### config.mk
export PLATFORM = sky130hd
export DESIGN_NAME = beep_gen
export DESIGN_NICKNAME = d
export VERILOG_FILES = /design/src/rtl/beep_pkg.sv /design/src/rtl/beep_tone.sv /design/src/rtl/beep_seq.sv /design/src/rtl/beep_level.sv /design/src/rtl/beep_gen.sv
export SDC_FILE = /design/constraint.sdc
export NUM_CORES = 1
export LEC_CHECK = 0
export BUFFER_PORTS_ARGS = -buffer_cell sky130_fd_sc_hd__buf_2
export CORE_UTILIZATION = 56
export DETAILED_ROUTE_END_ITERATION = 8
export PLACE_DENSITY = 0.85
export SETUP_SLACK_MARGIN = 0.3
export SLEW_MARGIN = 40
export SYNTH_ARGS = -nofsm -noshare
export SYNTH_HDL_FRONTEND = slang
export SYNTH_HIERARCHICAL = 1
export SYNTH_SLANG_ARGS = --single-unit
export TNS_END_PERCENT = 10
### constraint.sdc
create_clock -name clk_i -period 3 [get_ports clk_i]
set_input_delay 0.3 -clock clk_i [delete_from_list [all_inputs] [get_ports clk_i]]
set_output_delay 0.3 -clock clk_i [all_outputs]
set_load 0.1 [all_outputs]
### src/rtl/beep_pkg.sv
package beep_pkg;
  localparam int SAMPLE_W = 24;

  typedef enum logic [1:0] {ST_IDLE, ST_ON, ST_OFF} beep_state_e;

  localparam logic [1:0] MODE_OFF   = 2'b00;
  localparam logic [1:0] MODE_ONE   = 2'b01;
  localparam logic [1:0] MODE_MULTI = 2'b10;
  localparam logic [1:0] MODE_CONT  = 2'b11;

  // magnitude for a level code: +6 dB at code 6, 2 dB per step, wraps mod 32
  function automatic logic [SAMPLE_W-2:0] amp_of(input int code, input longint ref_lvl);
    int s, q, r;
    longint m, v, lim;
    s = (6 - code) & 31;
    q = s / 3;
    r = s % 3;
    m = (r == 0) ? 65536 : ((r == 1) ? 52057 : 41350);
    v = (2 * ref_lvl * m) >>> (16 + q);
    lim = (longint'(1) <<< (SAMPLE_W - 1)) - 1;
    if (v > lim) v = lim;
    return v[SAMPLE_W-2:0];
  endfunction
endpackage

### src/rtl/beep_tone.sv
module beep_tone #(
  parameter int FREQ_W   = 4,
  parameter int HP2_BASE = 46
) (
  input  logic              clk_i,
  input  logic              rst_ni,
  input  logic              restart_i,
  input  logic              adv_i,
  input  logic [FREQ_W-1:0] freq_i,
  output logic              edge_o,
  output logic              ph_o
);
  localparam int NCODE = 1 << FREQ_W;
  localparam int ACC_W = $clog2(2 * HP2_BASE + 3);

  logic [ACC_W-1:0] hp2_lut [NCODE];
  logic [ACC_W-1:0] acc_q;
  logic [ACC_W-1:0] acc_sum;

  for (genvar g = 0; g < NCODE; g++) begin : g_hp2
    assign hp2_lut[g] = ACC_W'(HP2_BASE / (g + 1));
  end

  assign acc_sum = acc_q + ACC_W'(2);
  assign edge_o  = acc_sum >= hp2_lut[freq_i];

  always_ff @(posedge clk_i or negedge rst_ni) begin
    if (!rst_ni) begin
      acc_q <= '0;
      ph_o  <= 1'b1;
    end else if (restart_i) begin
      acc_q <= '0;
      ph_o  <= 1'b1;
    end else if (adv_i) begin
      if (edge_o) begin
        acc_q <= acc_sum - hp2_lut[freq_i];
        ph_o  <= ~ph_o;
      end else begin
        acc_q <= acc_sum;
      end
    end
  end
endmodule

### src/rtl/beep_seq.sv
module beep_seq
  import beep_pkg::*;
#(
  parameter int ON_W    = 4,
  parameter int OFF_W   = 3,
  parameter int ON_BASE  = 1032,
  parameter int OFF_BASE = 516
) (
  input  logic             clk_i,
  input  logic             rst_ni,
  input  logic             tick_i,
  input  logic [1:0]       mode_i,
  input  logic [ON_W-1:0]  on_code_i,
  input  logic [OFF_W-1:0] off_code_i,
  input  logic             tone_edge_i,
  output beep_state_e      state_o,
  output logic             tone_adv_o,
  output logic             tone_restart_o
);
  localparam int N_ON    = 1 << ON_W;
  localparam int N_OFF   = 1 << OFF_W;
  localparam int ON_MAX  = ON_BASE * (1 + 4 * (N_ON - 1));
  localparam int OFF_MAX = OFF_BASE * N_OFF;
  localparam int LIM_MAX = (ON_MAX > OFF_MAX) ? ON_MAX : OFF_MAX;
  localparam int CNT_W   = $clog2(LIM_MAX + 1);

  logic [CNT_W-1:0] on_lim  [N_ON];
  logic [CNT_W-1:0] off_lim [N_OFF];

  for (genvar g = 0; g < N_ON; g++) begin : g_on
    assign on_lim[g] = CNT_W'(ON_BASE * (1 + 4 * g));
  end
  for (genvar g = 0; g < N_OFF; g++) begin : g_off
    assign off_lim[g] = CNT_W'(OFF_BASE * (g + 1));
  end

  beep_state_e      state_q, state_d;
  logic [CNT_W-1:0] cnt_q, cnt_d;
  logic             done_q, done_d;
  logic             restart;

  always_comb begin
    state_d = state_q;
    cnt_d   = cnt_q;
    done_d  = done_q;
    restart = 1'b0;
    if (tick_i) begin
      if (mode_i == MODE_OFF) done_d = 1'b0;
      unique case (state_q)
        ST_IDLE: begin
          if (mode_i[1] || (mode_i == MODE_ONE && !done_q)) begin
            state_d = ST_ON;
            cnt_d   = '0;
            restart = 1'b1;
          end
        end
        ST_ON: begin
          if (mode_i == MODE_OFF) begin
            if (tone_edge_i) state_d = ST_IDLE;  // finish on a half-period boundary
          end else if (mode_i != MODE_CONT) begin
            if (cnt_q == on_lim[on_code_i] - CNT_W'(1)) begin
              cnt_d = '0;
              if (mode_i == MODE_MULTI) begin
                state_d = ST_OFF;
              end else begin
                state_d = ST_IDLE;
                done_d  = 1'b1;
              end
            end else begin
              cnt_d = cnt_q + CNT_W'(1);
            end
          end
        end
        ST_OFF: begin
          if (mode_i == MODE_OFF) begin
            state_d = ST_IDLE;
          end else if (cnt_q == off_lim[off_code_i] - CNT_W'(1)) begin
            state_d = ST_ON;
            cnt_d   = '0;
            restart = 1'b1;
          end else begin
            cnt_d = cnt_q + CNT_W'(1);
          end
        end
        default: state_d = ST_IDLE;
      endcase
    end
  end

  always_ff @(posedge clk_i or negedge rst_ni) begin
    if (!rst_ni) begin
      state_q <= ST_IDLE;
      cnt_q   <= '0;
      done_q  <= 1'b0;
    end else begin
      state_q <= state_d;
      cnt_q   <= cnt_d;
      done_q  <= done_d;
    end
  end

  assign state_o        = state_q;
  assign tone_adv_o     = tick_i && (state_q == ST_ON);
  assign tone_restart_o = restart;
endmodule

### src/rtl/beep_level.sv
module beep_level
  import beep_pkg::*;
#(
  parameter int     GAIN_W    = 5,
  parameter longint REF_LEVEL = 64'd4194304
) (
  input  logic [GAIN_W-1:0]   gain_i,
  output logic [SAMPLE_W-2:0] amp_o
);
  localparam int NCODE = 1 << GAIN_W;

  logic [SAMPLE_W-2:0] amp_lut [NCODE];

  for (genvar g = 0; g < NCODE; g++) begin : g_amp
    assign amp_lut[g] = amp_of(g, REF_LEVEL);
  end

  assign amp_o = amp_lut[gain_i];
endmodule

### src/rtl/beep_gen.sv
module beep_gen
  import beep_pkg::*;
#(
  parameter int     ON_BASE   = 1032,
  parameter int     OFF_BASE  = 516,
  parameter int     HP2_BASE  = 46,
  parameter longint REF_LEVEL = 64'd4194304
) (
  input  logic                       clk_i,
  input  logic                       rst_ni,
  input  logic                       tick_i,
  input  logic [1:0]                 mode_i,
  input  logic [3:0]                 freq_i,
  input  logic [3:0]                 on_code_i,
  input  logic [2:0]                 off_code_i,
  input  logic [4:0]                 gain_i,
  output logic                       busy_o,
  output logic signed [SAMPLE_W-1:0] sample_o
);
  beep_state_e         state;
  logic                tone_adv, tone_restart, tone_edge, ph;
  logic [SAMPLE_W-2:0] amp;
  logic signed [SAMPLE_W-1:0] mag;

  beep_seq #(
    .ON_W(4), .OFF_W(3), .ON_BASE(ON_BASE), .OFF_BASE(OFF_BASE)
  ) u_seq (
    .clk_i(clk_i), .rst_ni(rst_ni), .tick_i(tick_i), .mode_i(mode_i),
    .on_code_i(on_code_i), .off_code_i(off_code_i), .tone_edge_i(tone_edge),
    .state_o(state), .tone_adv_o(tone_adv), .tone_restart_o(tone_restart)
  );

  beep_tone #(.FREQ_W(4), .HP2_BASE(HP2_BASE)) u_tone (
    .clk_i(clk_i), .rst_ni(rst_ni), .restart_i(tone_restart), .adv_i(tone_adv),
    .freq_i(freq_i), .edge_o(tone_edge), .ph_o(ph)
  );

  beep_level #(.GAIN_W(5), .REF_LEVEL(REF_LEVEL)) u_level (
    .gain_i(gain_i), .amp_o(amp)
  );

  assign mag      = {1'b0, amp};
  assign busy_o   = state != ST_IDLE;
  assign sample_o = (state == ST_ON) ? (ph ? mag : -mag) : '0;
endmodule

-- Word-level counts from Yosys, hierarchy flattened
Memories as Yosys holds them, arrays and structs flattened.
Index checks and enable logic that the tools add are counted.
- register bits after elaboration: 27
- latch bits: 0
- bits in writable memories: 0
- memory bits (read-only): 1232
- bits of input ports: 21
- output and inout port bits: 25
- logic and storage cells: 96
- memories: 4
- memories (memory ; words ; bits a word ; rd ports ; clocked after Yosys merged registers in ; write ports ; RTL line ; text):
    (no name shown) ; 32 ; 23 ; 1 ; 0 ; 0 ; beep_level.sv:18 ; assign amp_o = amp_lut[gain_i];
    (no name shown) ; 16 ; 16 ; 1 ; 0 ; 0 ; beep_seq.sv:61 ; if (cnt_q == on_lim[on_code_i] - CNT_W'(1)) begin
    (no name shown) ; 8 ; 16 ; 1 ; 0 ; 0 ; beep_seq.sv:77 ; end else if (cnt_q == off_lim[off_code_i] - CNT_W'(1)) begin
    (no name shown) ; 16 ; 7 ; 1 ; 0 ; 0 ; beep_tone.sv:25 ; assign edge_o = acc_sum >= hp2_lut[freq_i];
- $add $sub $neg: 6
- multipliers: 0
- div/mod/pow operators: 0
- magnitude comparators: 5
- eq/ne operators: 15
- shift-type cells: 0
- muxes and demuxes: 43
- bitwise operators: 5
- reduce and logical (&&, ||, !) cells: 13
- operators by type and width (operator ; count):
    16-bit two-way mux ; 10
    24-bit two-way mux ; 2
    16-bit one-hot mux with 3 select lines ; 1
    23-bit two-way mux ; 2
    7-bit two-way mux ; 5
    16-bit equality test ; 2
    16-bit by 1-bit subtractor with 16-bit output (second input constant) ; 2
    23-bit negator with 24-bit output ; 1
    16-bit by 1-bit adder with 16-bit output (second input constant) ; 1
    2-bit two-way mux ; 8
    1-bit two-way mux ; 13
    6-bit AND reduction ; 2
    5-bit >= comparator (second input constant) ; 2
    4-bit inverter with 5-bit output ; 2
    3-bit by 1-bit != test with 1-bit output (second input constant) ; 3
    7-bit by 2-bit adder with 7-bit output (second input constant) ; 1
    7-bit >= comparator ; 1
    7-bit subtractor ; 1
    6-bit >= comparator (second input constant) ; 1
    2-bit != test (second input constant) ; 3
    5-bit inverter with 6-bit output ; 1
    2-bit one-hot mux with 3 select lines ; 1
    2-bit nonzero test ; 3
    2-bit by 1-bit equality test with 1-bit output (second input constant) ; 2
    13 further kinds ; 17

-- Longest topological paths before layout
- depth in word-level cells: 12
- depth in mapped cells: 16
- depth with buffers taken out: 15

-- By module
The synthesis kept the hierarchy.
- modules (own cells, without submodules) (module ; times used ; cells each ; area each (um^2) ; seq. area each (um^2)):
    beep_seq ; 1 ; 215 ; 1760.4 ; 475.5
    beep_level ; 1 ; 165 ; 1062.3 ; 0.0
    beep_tone ; 1 ; 113 ; 957.2 ; 201.4
    beep_gen ; 1 ; 126 ; 783.3 ; 0.0

-- Worst setup path before layout
OpenSTA, ideal clock, no wires.
- path kind: in2out
- start point: input port gain_i[1]
- end point: output port sample_o[15]
- arrival time: 4.482 ns
- data required time: 2.700 ns
- path slack: -1.782 ns
- stages on the path: 11
- buffers on the path: 2
- cells stage by stage: buf_2 > inv_1 > ha_1 > clkbuf_1 > mux4_2 > nor2_1 > a21oi_1 > nor4_4 > and3_1 > a21oi_1 > o21ai_0
- cells in the longest elaborated chain, start to end: 7
- ends and longest elaborated chain (element ; RTL line ; text):
    start: declaration ; beep_gen.sv:16 ; input logic [4:0] gain_i,
    5-bit inverter with 6-bit output (implied by the code) ; beep_level.sv:18 ;
    memory read 32 x 23 bit ; -- ;
    23-bit two-way mux (implied by the code) (2 in a row) ; beep_level.sv:18 ;
    named net amp[6] ; beep_gen.sv:22 ; logic [SAMPLE_W-2:0] amp;
    23-bit negator with 24-bit output ; beep_gen.sv:44 ; assign sample_o = (state == ST_ON) ? (ph ? mag : -mag) : '0;
    24-bit two-way mux (2 in a row) ; beep_gen.sv:44 ;
    end: declaration ; beep_gen.sv:18 ; output logic signed [SAMPLE_W-1:0] sample_o
The timed path passes the listed nets, and every way through them passes these cells. The select of a mux whose other input is x is not followed.

-- Worst setup path in the final report
- start point: input port gain_i[3]
- end point: output port sample_o[21]
Same word-level chain as after synthesis.

==> flow_metrics.py <==
metrics = {
    "place": {
        "gp_routability_congestion": 1.04,
        "io_buffers": 45,
        "dp_hpwl_mm": 10.9,
    },
    "synth": {
        "yosysTopAreaCell": "dfrtp_1",
        "syn_inst": 619,
        "synth.avg_cell_area_um2": 7.37,
        "synth_fp_nets": 671,
        "yosysSeqAreaShare_pct": 14.8,
        "syn_area_mm2": 0.00456,
        "ys_ff_latch": 27,
        "ys.flop_type": "dfrtp_1",
        "yosys.area.top_type_share_pct": 14.3,
        "synthArstFlopShare_pct": 100,
        "synth.area.top_cells": "dfrtp_1, ha_1, a21oi_1, nor2_1, xnor2_1",
        "synth.distinct_cells": 82,
        "synth_edf_count": 0,
        "yosysWarningCount": 6,
    },
    "floorplanning": {
        "die_height_um": 92.3,
        "rows": 32,
        "die_area_mm2": 0.00851,
        "core_mm2": 0.00781,
        "io_pins": 46,
        "die_x_um": 92.3,
        "initial_utilization_pct": 58.4,
    },
    "sta": {
        "totalNegativeSetupSlack_ns": -1.11,
        "post-route-worst-setup-slack_ns": -0.131,
        "tightest_slew_ns": 0.654,
        "timing.clock.skew_ns": 0.00510,
        "finalHoldViolCount": 0,
        "relSlewSlack_pct": 56.4,
        "post-route-period-util_pct": 104,
        "setup_viol": 17,
        "rsz0062_at_grt": "yes",
        "slew_viol_final": 0,
        "fmax_ghz": 0.319,
        "period_minus_slack_ns": 3.13,
    },
    "grt": {
        "grt_pass1_vias": 5301,
        "grt_pass1_wl_mm": 23.9,
        "grt_util_all_layers_pct": 33.9,
        "grt_max_degree": 35,
        "grt_antenna_before_repair": 0,
        "grt_overflow": 0,
    },
    "cts": {
        "cts-root-buf": "clkbuf_8",
        "clk_latency_ns": 0.27,
        "h-tree-depth": 1,
        "tritoncts": "yes",
        "cts_max_path_buffers": 2,
        "path_clk_slew_ns": 0.10,
        "cts_made_buffers": 3,
        "clock_sinks": 27,
    },
    "cells_and_area": {
        "final_common_cell": "buf_4",
        "fillers": 399,
        "drive_gt1_share_pct": 34.1,
        "layout_common_cells": "buf_4, nor2_1, nand2_1",
        "nNetsFinal": 794,
        "n_antenna_cell": 0,
        "post-route-util_pct": 80.6,
        "area_growth_pct": 38.0,
    },
    "power": {
        "leakage_nw": 2.65,
        "vdd_drop_max_mv": 0.650,
        "cellPowerDensity_mw_per_mm2": 760,
    },
    "critical_path": {
        "critical_path.max_stage_delay_ns": 0.46,
        "cp_common_cell": "buf_4",
        "path_cells": "clkbuf_4 > buf_4 > nand3_1 > a21boi_0 > o21ai_0 > buf_4 > nor4_4 > and3_1 > a31oi_1 > buf_4 > mux2i_4 > buf_12",
        "reg2reg_slack_ns": 0.09,
        "crit_slowest_cell": "o21ai_0",
        "crit_arrival_ns": 2.83,
        "startpoint_type": "input port",
        "critPathCaptureType": "primary output",
        "crit_type": "in -> out",
        "critPathMaxFanout": 18,
        "cpLargestDelayFamily": "buffers and inverters",
        "worstPathRequired_ns": 2.70,
        "path_buf_inv": 5,
    },
    "run_status": {
        "violations": "negative setup slack",
        "status": "finished with violations",
    },
    "route": {
        "postRouteAntennaNets": 0,
        "drt-wirelength-per-cell_um": 19.2,
        "vias_per_cell": 6.85,
        "drc": 0,
        "num_vias": 5776,
        "initialDrtViolationCount": 804,
        "first_pass_iters": 8,
        "wl_mm": 16.2,
    },
    "hold_path": {
        "min_path_type": "in -> async",
    },
    "job": {
        "max_cap_viol_count": 0,
    },
}
[what timing repair did]
action	4_1_cts	5_1_grt
pin swaps	10	21
cloned	0	0
hold buffers	0	0
gates resized for setup	19	57
setup buffers	0	7
setup endpoints to repair	33	44
[area by class of cell]
class / instances / area (µm²) / share of cell area [%]
clock buffer: 3 / 41.3 / 0.656
inverter: 33 / 135 / 2.15
sequential: 27 / 679 / 10.8
tap: 102 / 128 / 2.03
clock inverter: 1 / 5.00 / 0.0795
multi-input combinational: 516 / 3830 / 60.8
timing repair buffer: 161 / 1480 / 23.5
[cell families (layout without fill, tap and decap cells)]
group / count (synthesis) / in the layout / synth area share [%]
and+or+nand+nor: 264 / 264 / 31.5
adders and majority gates: 31 / 31 / 8.66
xor gates and xnor gates: 29 / 29 / 5.57
muxes: 16 / 16 / 4.17
AOI/OAI and AO/OA: 176 / 176 / 26.5
buffers and inverters: 76 / 198 / 8.69
DFF: 27 / 27 / 14.8
[layer usage]
metal  up-vias  part of all wire, %  global-route usage, %
met5         -                    0                      0
met4         0                  6.9                   17.8
met3       167                   10                   2.99
met2       490                   47                   59.6
met1      2585                   35                   40.8
li1       2534                    -                      -
[synth_stat cells, types with 18 or more instances]
cell	count
nor3_1	24
clkbuf_1	18
nand2_1	44
nand3_1	37
xnor2_1	22
o21ai_0	28
ha_1	30
a21oi_1	43
nor2_1	57
dfrtp_1	26
inv_1	32
nand2b_1	18
[power breakdown]
part	internal [W]	leakage, nW	switching [W]	total [W]
Sequential	0.000436	0.363	0.000143	0.000579
Clock	0.0000930	0.0255	0.000114	0.000207
Combinational	0.00154	2.27	0.00246	0.00400
[metrics by stage]
stage / hold WS [ns] / std cells / setup slack [ns] / instance area (µm²) / total power (W)
after floorplan: 0.00441 / 619 / -1.01 / 4620 / 0.00293
after global placement: 0.337 / 832 / -0.200 / 5860 / 0.00395
after detailed placement: 0.346 / 832 / -0.356 / 5860 / 0.00412
after CTS: 0.0488 / 836 / -0.0393 / 5990 / 0.00436
after global routing: 0.0707 / 843 / -0.292 / 6300 / 0.00499
final: 0.0335 / 843 / -0.131 / 6300 / 0.00478
[state kept, by name, summed over array words and instances, names as in the netlist]
| register | cells |
|---|---|
| u_tone/ph_o | 1 |
| u_seq/cnt_q | 16 |
| u_seq/done_q | 1 |
| u_seq/state_o | 2 |
| u_tone/acc_q | 7 |
[worst reg2reg max path: cells and delay by family, from the launching register on]
kind | cells | cell delay, ns
xor gates and xnor gates | 1 | 0.17
and+or+nand+nor | 5 | 0.60
buffers and inverters | 1 | 0.16
adders and majority gates | 2 | 0.56
DFF | 1 | 0.47
AOI/OAI and AO/OA | 5 | 0.84
[path summary, 6_finish.rpt]
| path | startpoint | end | cells after the start |
|---|---|---|---|
| setup / recovery | gain_i[3] | sample_o[21] | 12 |
| hold / removal | rst_ni | u_seq/cnt_q[1]$_DFFE_PN0P_ | 1 |
| setup reg to reg | u_tone/acc_q[2]$_DFFE_PN0P_ | u_seq/state_o[0]$_DFFE_PN0P_ | 14 |
| hold reg to reg | u_seq/cnt_q[1]$_DFFE_PN0P_ | u_seq/cnt_q[1]$_DFFE_PN0P_ | 2 |
| max in group asynchronous | rst_ni | u_tone/acc_q[3]$_DFFE_PN0P_ | 1 |
| min in group clk_i | tick_i | u_seq/done_q$_DFFE_PN0P_ | 2 |
Power figures use the tool's default switching activity.
